--- src/rtl/irt_pkg.sv ---
package irt_pkg;

    localparam int VEC_W  = 8;
    localparam int DEST_W = 8;
    localparam int MODE_W = 3;
    localparam int ID_W   = 4;

    // bus offsets and register indexes
    localparam logic [7:0] OFS_SEL  = 8'h00;
    localparam logic [7:0] OFS_WIN  = 8'h10;
    localparam logic [7:0] IDX_ID   = 8'h00;
    localparam logic [7:0] IDX_TBL  = 8'h10;

    // bit positions inside the 32-bit words
    localparam int B_MODE  = 8;
    localparam int B_LOGIC = 11;
    localparam int B_STAT  = 12;
    localparam int B_POL   = 13;
    localparam int B_INSV  = 14;
    localparam int B_TRIG  = 15;
    localparam int B_MASK  = 16;
    localparam int B_DEST  = 24;
    localparam int B_ID    = 24;

    typedef enum logic [MODE_W-1:0] {
        DM_FIXED  = 3'd0,
        DM_LOWPRI = 3'd1,
        DM_SMGT   = 3'd2,
        DM_RSV3   = 3'd3,
        DM_NMASK  = 3'd4,
        DM_START  = 3'd5,
        DM_RSV6   = 3'd6,
        DM_EXTERN = 3'd7
    } dmode_e;

    typedef struct packed {
        logic [DEST_W-1:0] dest;
        logic              mask;
        logic              trig;
        logic              pol;
        logic              logical;
        dmode_e            mode;
        logic [VEC_W-1:0]  vec;
    } entry_t;

    function automatic logic mode_forces_edge(dmode_e m);
        return (m == DM_NMASK) || (m == DM_START) || (m == DM_EXTERN);
    endfunction

    function automatic logic mode_reserved(dmode_e m);
        return (m == DM_RSV3) || (m == DM_RSV6);
    endfunction

    function automatic logic mode_zero_vec(dmode_e m);
        return (m == DM_SMGT) || (m == DM_NMASK);
    endfunction

endpackage

--- src/rtl/irt_pin_detect.sv ---
module irt_pin_detect (
    input  logic clk,
    input  logic rst_n,
    input  logic pin_in,
    input  logic active_low,
    output logic act_o,
    output logic rise_o
);
    logic prev_d, prev_q;

    always_comb begin
        act_o  = pin_in ^ active_low;
        rise_o = act_o & ~prev_q;
        prev_d = act_o;
    end

    always_ff @(posedge clk or negedge rst_n) begin
        if (!rst_n) prev_q <= 1'b0;
        else        prev_q <= prev_d;
    end
endmodule

--- src/rtl/irt_lowest_first.sv ---
module irt_lowest_first #(
    parameter int N  = 24,
    parameter int IW = $clog2(N)
) (
    input  logic [N-1:0]  req,
    output logic          any_o,
    output logic [IW-1:0] idx_o
);
    always_comb begin
        any_o = |req;
        idx_o = '0;
        for (int i = N - 1; i >= 0; i--) begin
            if (req[i]) idx_o = IW'(i);
        end
    end
endmodule

--- src/rtl/irq_route_ctrl.sv ---
module irq_route_ctrl
    import irt_pkg::*;
#(
    parameter int NUM_PINS = 24,
    parameter int PIN_W    = $clog2(NUM_PINS)
) (
    input  logic                clk,
    input  logic                rst_n,
    input  logic [7:0]          bus_addr,
    input  logic                bus_wr,
    input  logic [31:0]         bus_wdata,
    output logic [31:0]         bus_rdata,
    input  logic [NUM_PINS-1:0] irq_pins,
    output logic                msg_valid,
    input  logic                msg_ready,
    output logic [7:0]          msg_vector,
    output logic [2:0]          msg_mode,
    output logic                msg_logical,
    output logic [7:0]          msg_dest,
    output logic                msg_level,
    output logic [PIN_W-1:0]    msg_pin,
    input  logic                eoi_valid,
    input  logic [7:0]          eoi_vector
);
    localparam int TBL_END = int'(IDX_TBL) + 2 * NUM_PINS;

    typedef struct packed {
        logic [7:0]                sel;
        logic [ID_W-1:0]           id;
        entry_t [NUM_PINS-1:0]     ent;
        logic [NUM_PINS-1:0]       pend;
        logic [NUM_PINS-1:0]       insv;
        logic                      vld;
        logic [PIN_W-1:0]          pin;
        logic [VEC_W-1:0]          vec;
        dmode_e                    mode;
        logic                      logical;
        logic [DEST_W-1:0]         dest;
        logic                      level;
    } state_t;

    state_t st_d, st_q;

    // per-pin detection
    logic [NUM_PINS-1:0] act, rise;
    logic [NUM_PINS-1:0] pol_vec;

    for (genvar g = 0; g < NUM_PINS; g++) begin : g_pin
        assign pol_vec[g] = st_q.ent[g].pol;
        irt_pin_detect u_det (
            .clk       (clk),
            .rst_n     (rst_n),
            .pin_in    (irq_pins[g]),
            .active_low(pol_vec[g]),
            .act_o     (act[g]),
            .rise_o    (rise[g])
        );
    end

    // lowest pending pin
    logic             arb_any;
    logic [PIN_W-1:0] arb_idx;

    irt_lowest_first #(.N(NUM_PINS), .IW(PIN_W)) u_arb (
        .req  (st_q.pend),
        .any_o(arb_any),
        .idx_o(arb_idx)
    );

    // window decode
    logic [7:0]       win_off;
    logic             win_ent;
    logic             win_hi;
    logic [PIN_W-1:0] win_idx;

    always_comb begin
        win_off = st_q.sel - IDX_TBL;
        win_ent = (int'(st_q.sel) >= int'(IDX_TBL)) && (int'(st_q.sel) < TBL_END);
        win_hi  = win_off[0];
        win_idx = PIN_W'(win_off[7:1]);
    end

    // read path
    always_comb begin
        bus_rdata = '0;
        if (bus_addr == OFS_SEL) begin
            bus_rdata[7:0] = st_q.sel;
        end else if (bus_addr == OFS_WIN) begin
            if (st_q.sel == IDX_ID) begin
                bus_rdata[B_ID +: ID_W] = st_q.id;
            end else if (win_ent) begin
                if (win_hi) begin
                    bus_rdata[B_DEST +: DEST_W] = st_q.ent[win_idx].dest;
                end else begin
                    bus_rdata[VEC_W-1:0]        = st_q.ent[win_idx].vec;
                    bus_rdata[B_MODE +: MODE_W] = st_q.ent[win_idx].mode;
                    bus_rdata[B_LOGIC]          = st_q.ent[win_idx].logical;
                    bus_rdata[B_STAT]           = st_q.pend[win_idx];
                    bus_rdata[B_POL]            = st_q.ent[win_idx].pol;
                    bus_rdata[B_INSV]           = st_q.insv[win_idx];
                    bus_rdata[B_TRIG]           = st_q.ent[win_idx].trig;
                    bus_rdata[B_MASK]           = st_q.ent[win_idx].mask;
                end
            end
        end
    end

    // next state
    always_comb begin
        logic edge_mode;
        logic req_set;
        st_d = st_q;

        // register writes
        if (bus_wr && bus_addr == OFS_SEL) begin
            st_d.sel = bus_wdata[7:0];
        end else if (bus_wr && bus_addr == OFS_WIN) begin
            if (st_q.sel == IDX_ID) begin
                st_d.id = bus_wdata[B_ID +: ID_W];
            end else if (win_ent) begin
                if (win_hi) begin
                    st_d.ent[win_idx].dest = bus_wdata[B_DEST +: DEST_W];
                end else begin
                    st_d.ent[win_idx].vec     = bus_wdata[VEC_W-1:0];
                    st_d.ent[win_idx].mode    = dmode_e'(bus_wdata[B_MODE +: MODE_W]);
                    st_d.ent[win_idx].logical = bus_wdata[B_LOGIC];
                    st_d.ent[win_idx].pol     = bus_wdata[B_POL];
                    st_d.ent[win_idx].trig    = bus_wdata[B_TRIG];
                    st_d.ent[win_idx].mask    = bus_wdata[B_MASK];
                end
            end
        end

        // end of interrupt clears the in-service flag of matching entries
        if (eoi_valid) begin
            for (int i = 0; i < NUM_PINS; i++) begin
                if (st_q.ent[i].vec == eoi_vector) st_d.insv[i] = 1'b0;
            end
        end

        // output port: accept or load
        if (st_q.vld) begin
            if (msg_ready) begin
                st_d.vld           = 1'b0;
                st_d.pend[st_q.pin] = 1'b0;
                if (st_q.level) st_d.insv[st_q.pin] = 1'b1;
            end
        end else if (arb_any) begin
            st_d.vld     = 1'b1;
            st_d.pin     = arb_idx;
            st_d.mode    = st_q.ent[arb_idx].mode;
            st_d.logical = st_q.ent[arb_idx].logical;
            st_d.dest    = st_q.ent[arb_idx].dest;
            st_d.vec     = mode_zero_vec(st_q.ent[arb_idx].mode) ? '0 : st_q.ent[arb_idx].vec;
            st_d.level   = st_q.ent[arb_idx].trig && !mode_forces_edge(st_q.ent[arb_idx].mode);
        end

        // request latching
        for (int i = 0; i < NUM_PINS; i++) begin
            edge_mode = !st_q.ent[i].trig || mode_forces_edge(st_q.ent[i].mode);
            req_set   = !st_q.ent[i].mask && !mode_reserved(st_q.ent[i].mode) &&
                        (edge_mode ? rise[i]
                                   : (act[i] && !st_q.insv[i] && !st_q.pend[i]));
            if (req_set) st_d.pend[i] = 1'b1;
        end
    end

    always_ff @(posedge clk or negedge rst_n) begin
        if (!rst_n) begin
            st_q <= '0;
            for (int i = 0; i < NUM_PINS; i++) st_q.ent[i].mask <= 1'b1;
        end else begin
            st_q <= st_d;
        end
    end

    assign msg_valid   = st_q.vld;
    assign msg_vector  = st_q.vec;
    assign msg_mode    = st_q.mode;
    assign msg_logical = st_q.logical;
    assign msg_dest    = st_q.dest;
    assign msg_level   = st_q.level;
    assign msg_pin     = st_q.pin;

endmodule

--- config.mk ---
export PLATFORM = sky130hd
export DESIGN_NAME = irq_route_ctrl
export DESIGN_NICKNAME = d
export VERILOG_FILES = /design/src/rtl/irt_pkg.sv /design/src/rtl/irt_pin_detect.sv /design/src/rtl/irt_lowest_first.sv /design/src/rtl/irq_route_ctrl.sv
export SDC_FILE = /design/constraint.sdc
export NUM_CORES = 2
export LEC_CHECK = 0
export CAP_MARGIN = 30
export CORE_AREA = 2 2 329 201
export DETAILED_ROUTE_END_ITERATION = 8
export DIE_AREA = 0 0 331 203
export DONT_BUFFER_PORTS = 1
export PLACE_DENSITY = 0.75
export SYNTH_ARGS = -nofsm -noshare
export SYNTH_HDL_FRONTEND = slang
export SYNTH_SLANG_ARGS = --single-unit
--- constraint.sdc ---
create_clock -name clk -period 7.15 [get_ports clk]
set_input_delay 0.715 -clock clk [delete_from_list [all_inputs] [get_ports clk]]
set_output_delay 0.715 -clock clk [all_outputs]
set_load 0.005 [all_outputs]
==> results.txt <==
result of the run -> finished, violations left
violations in the final reports -> hold timing, slew limit
clock slew at the register clock pins of the worst setup and hold paths -> 60 ps
setup TNS -> 0 ps
sequential share of the synthesized area -> 43.5%
most common cell after layout, fill and taps aside -> dfrtp_1
effective utilization at floorplan -> 59.7%
Placed Instances -> 3883
number of iterations in the first detailed-routing pass -> 6
reg2reg end -> msg_vector[0]$_DFFE_PN0P_
largest net degree at the start of global routing -> 664
RR Startpoint -> st_q[54]$_DFFE_PN0P_
class of the tightest hold or removal check -> in2async
number of synthesized register bits -> 663
max-cap check violation count -> 0
mux share of post-synthesis cell area -> 30.9%
remaining global-route overflow -> 0
fraction of the mapped netlist area in simple logic gates -> 9.15%
number of enable flip-flop cells after synthesis -> 0
share of cells above drive strength 1 -> 32.7%
cell at the slowest stage of the critical path -> o211ai_4
drt via density -> 7.24
met1 routed wirelength after detailed routing -> 52600 um
number of cells on the worst reg-to-reg path -> 11
post-layout worst setup margin -> 2270 ps
leak pwr -> 18.2 nW
cell area after synthesis -> 38200 um^2
critical path's top delay family -> compound AO/OA/AOI/OAI gates
total via count after detailed routing -> 29.0k
Post-Synthesis Mean Instance Area -> 11.8 um^2
leading cell types in the layout, fill and taps excluded -> dfrtp_1 (636), mux2_2 (609), nand2_1 (380), xor2_1 (216), mux4_2 (183)
worst path required time -> 7640 ps
root buffer selected by CTS -> clkbuf_16
number of buffers inserted during clock tree synthesis -> 66
main combinational cell family by area after synthesis -> multiplexers
placed wire-length estimate after detailed placement -> 86100 um
final number of hold-violating endpoints -> 59
actual slew at the worst max-slew pin -> 3700 ps
post_cts resized -> 0
share of synthesized cell area in full adder, half adder and majority cells -> 0.131%
setup bufs post-CTS -> 0
flip-flop cell with the highest count after synthesis -> dfrtp_1
Unique masters post-synth -> 73
number of DRC violations after detailed routing -> 0
GRT Util Overall -> 38.8%
Fin Hold WS -> -216 ps
Critical Path AT -> 5370 ps
CTS tree -> done
crit path buf inv count -> 2
height of the die -> 203 um
termination of the worst setup path -> msg_vector[0]$_DFFE_PN0P_
Die ar. -> 67200 um^2
final number of max-transition violations -> 577
clock sink count -> 663
minimum setup slack after placement -> 2590 ps
final worst path period need -> 4880 ps
xor-xnor portion of the synthesized cell area -> 5.54%
final standard cell utilization of the core -> 64.2%
routed wirelength normalized by instance count -> 32.3 um
maximum ir drop on the vdd rail -> 0.270 mV
Post-Synthesis Cells -> 3236
Core Footprint -> 64000 um^2
headroom to the max-slew limit -> -147%
number of levels the H-tree was split into -> 3
share of the synthesized area in compound gates (AO/OA/AOI/OAI) -> 7.03%
clock latency of the later-clocked register in the worst-skew pair -> 630 ps
setup slack of the most critical reg-to-reg path -> 2270 ps
crit path cell chain -> nor3_2 -> nand2_2 -> o211ai_4 -> buf_12 -> buf_4 -> mux2_2 -> o211ai_1 -> a21oi_1 -> o22ai_1 -> a2bb2oi_1 -> o21ai_1
Crit Path Class -> reg2reg
highest cell delay on the worst timing path -> 640 ps
logic depth of the worst path, buffers included -> 11
Fill cells -> 4753
endpoint class of the critical path -> flip-flop
number of global-route vias before repair -> 28.5k
Design Power -> 0.00897 W
Initial DRC Count -> 4457
top-level port count -> 136
share of the cycle needed by the critical path after routing -> 68.3%
setup clock skew after layout -> 22.0 ps
proportion of register bits with asynchronous set or reset after synthesis -> 100%
biggest fanout along the worst timing path -> 102
antenna diode instance count -> 0
standard-cell row count -> 72
power per unit of standard cell area -> 218 nW/um^2
antenna violations before repair -> 2
startpoint type of the worst setup path -> flip-flop
highest attainable clock frequency -> 0.205 GHz
Cell Count, Final, Fillers Out -> 4003
critical path startpoint -> st_q[54]$_DFFE_PN0P_
RSZ-0062 raised after global routing -> no
global-route wire length before repair -> 191000 um
die width -> 331 um
DR top layer -> met5
Setup-failing EPs final -> 0
area added between synthesis and finish -> 7.55%
met2 wire length -> 51100 um
I/O Buffers -> 0
RePlAce Congestion -> 1.00
total length of routed met3 wires -> 21700 um
Synth warnings -> 0
total wire length after detailed routing -> 129000 um
clk buf depth -> 3
number of routed nets with antenna violations -> 0
final-stage net count -> 3182
[how the worst min path moves through the flow]
stage / to / start / slack, ps
floorplan: g_pin[0].u_det.prev_q$_DFF_PN0_ / rst_n / 420
global placement: pol_vec[4]$_DFFE_PN0P_ / rst_n / 460
detailed placement: g_pin[4].u_det.prev_q$_DFF_PN0_ / rst_n / 450
CTS: g_pin[4].u_det.prev_q$_DFF_PN0_ / rst_n / -210
global route: g_pin[4].u_det.prev_q$_DFF_PN0_ / rst_n / -240
finish: g_pin[4].u_det.prev_q$_DFF_PN0_ / rst_n / -220
[metrics by stage]
stage / hold slack, ps / area (um^2)
2_1_floorplan: 419 / 38200
3_3_place_gp: 459 / 38500
3_5_place_dp: 453 / 38800
4_1_cts: -209 / 41100
5_1_grt: -239 / 41100
6_report: -216 / 41100
[routing by layer]
| metal | GRT usage (%) | vias up |
|---|---|---|
| li1 | - | 11600 |
| met1 | 57.8 | 14900 |
| met2 | 50.4 | 2200 |
| met3 | 18.0 | 325 |
| met4 | 10.2 | 4 |
| met5 | 0.942 | - |
[registers in the layout (all words and copies together) (netlist names)]
signal	cells
msg_valid	1
pol_vec	24
msg_logical	1
msg_pin	5
g_pin.u_det.prev_q	24
st_q	588
msg_vector	8
msg_dest	8
msg_mode	3
msg_level	1
[area by class of cell]
| type | count | area, um^2 | share of cell area [%] |
|---|---|---|---|
| Clock buffer | 95 | 1970 | 4.81 |
| Multi-Input combinational cell | 2270 | 20300 | 49.4 |
| Sequential cell | 663 | 16600 | 40.5 |
| Tap cell | 851 | 1060 | 2.59 |
| Timing Repair Buffer | 69 | 758 | 1.85 |
| Inverter | 31 | 116 | 0.283 |
| Clock inverter | 24 | 265 | 0.646 |
[kinds of logic after synthesis]
kind of cell	count (synthesis)
other cells	1
buf+inv	309
compound gates	381
mux	876
fa+ha+maj	4
simple gates	761
flops	663
xor+xnor	241
[report_power, final]
part	internal (W)	total (W)	switching, W
Clock	0.00211	0.00369	0.00158
Sequential	0.00381	0.00394	0.000132
Combinational	0.000383	0.00134	0.000954
[worst register-to-register path: cells and delay by family, from the launching register on]
family | cells | cell delay (ps)
AND/OR/NAND/NOR | 2 | 710
multiplexers | 1 | 470
flip-flops | 1 | 540
AO/OA/AOI/OAI | 6 | 1820
buffers and inverters | 2 | 1200
[Yosys cell counts (all sizes together) (4+ instances only)]
library cell	instances	area (um^2)
nor2b	13	88.8
a2bb2oi	11	96.3
inv	31	116
o211ai	28	243
o21ai	123	616
nand3b	20	150
nor3	12	75.1
dfstp	24	631
and2	5	31.3
a21oi	30	150
mux2i	83	831
or3	5	36.3
a31oi	20	125
nand3	106	531
buf	134	749
and3	35	219
a311oi	40	350
xnor2	24	210
xor2	217	1910
a211oi	4	35.0
o41ai	25	219
nor4b	6	52.6
mux2	610	6870
nor4	33	213
or3b	4	35.0
ha	4	50.1
a22oi	26	195
a221o	15	150
clkbuf	144	542
nand2b	22	138
nand4	5	31.3
o22ai	18	113
dfrtp	639	16000
o2111ai	20	175
a311o	4	40.0
nand2	382	1440
mux4	183	4120
nor2	105	394
Power figures use the tool's default switching activity.
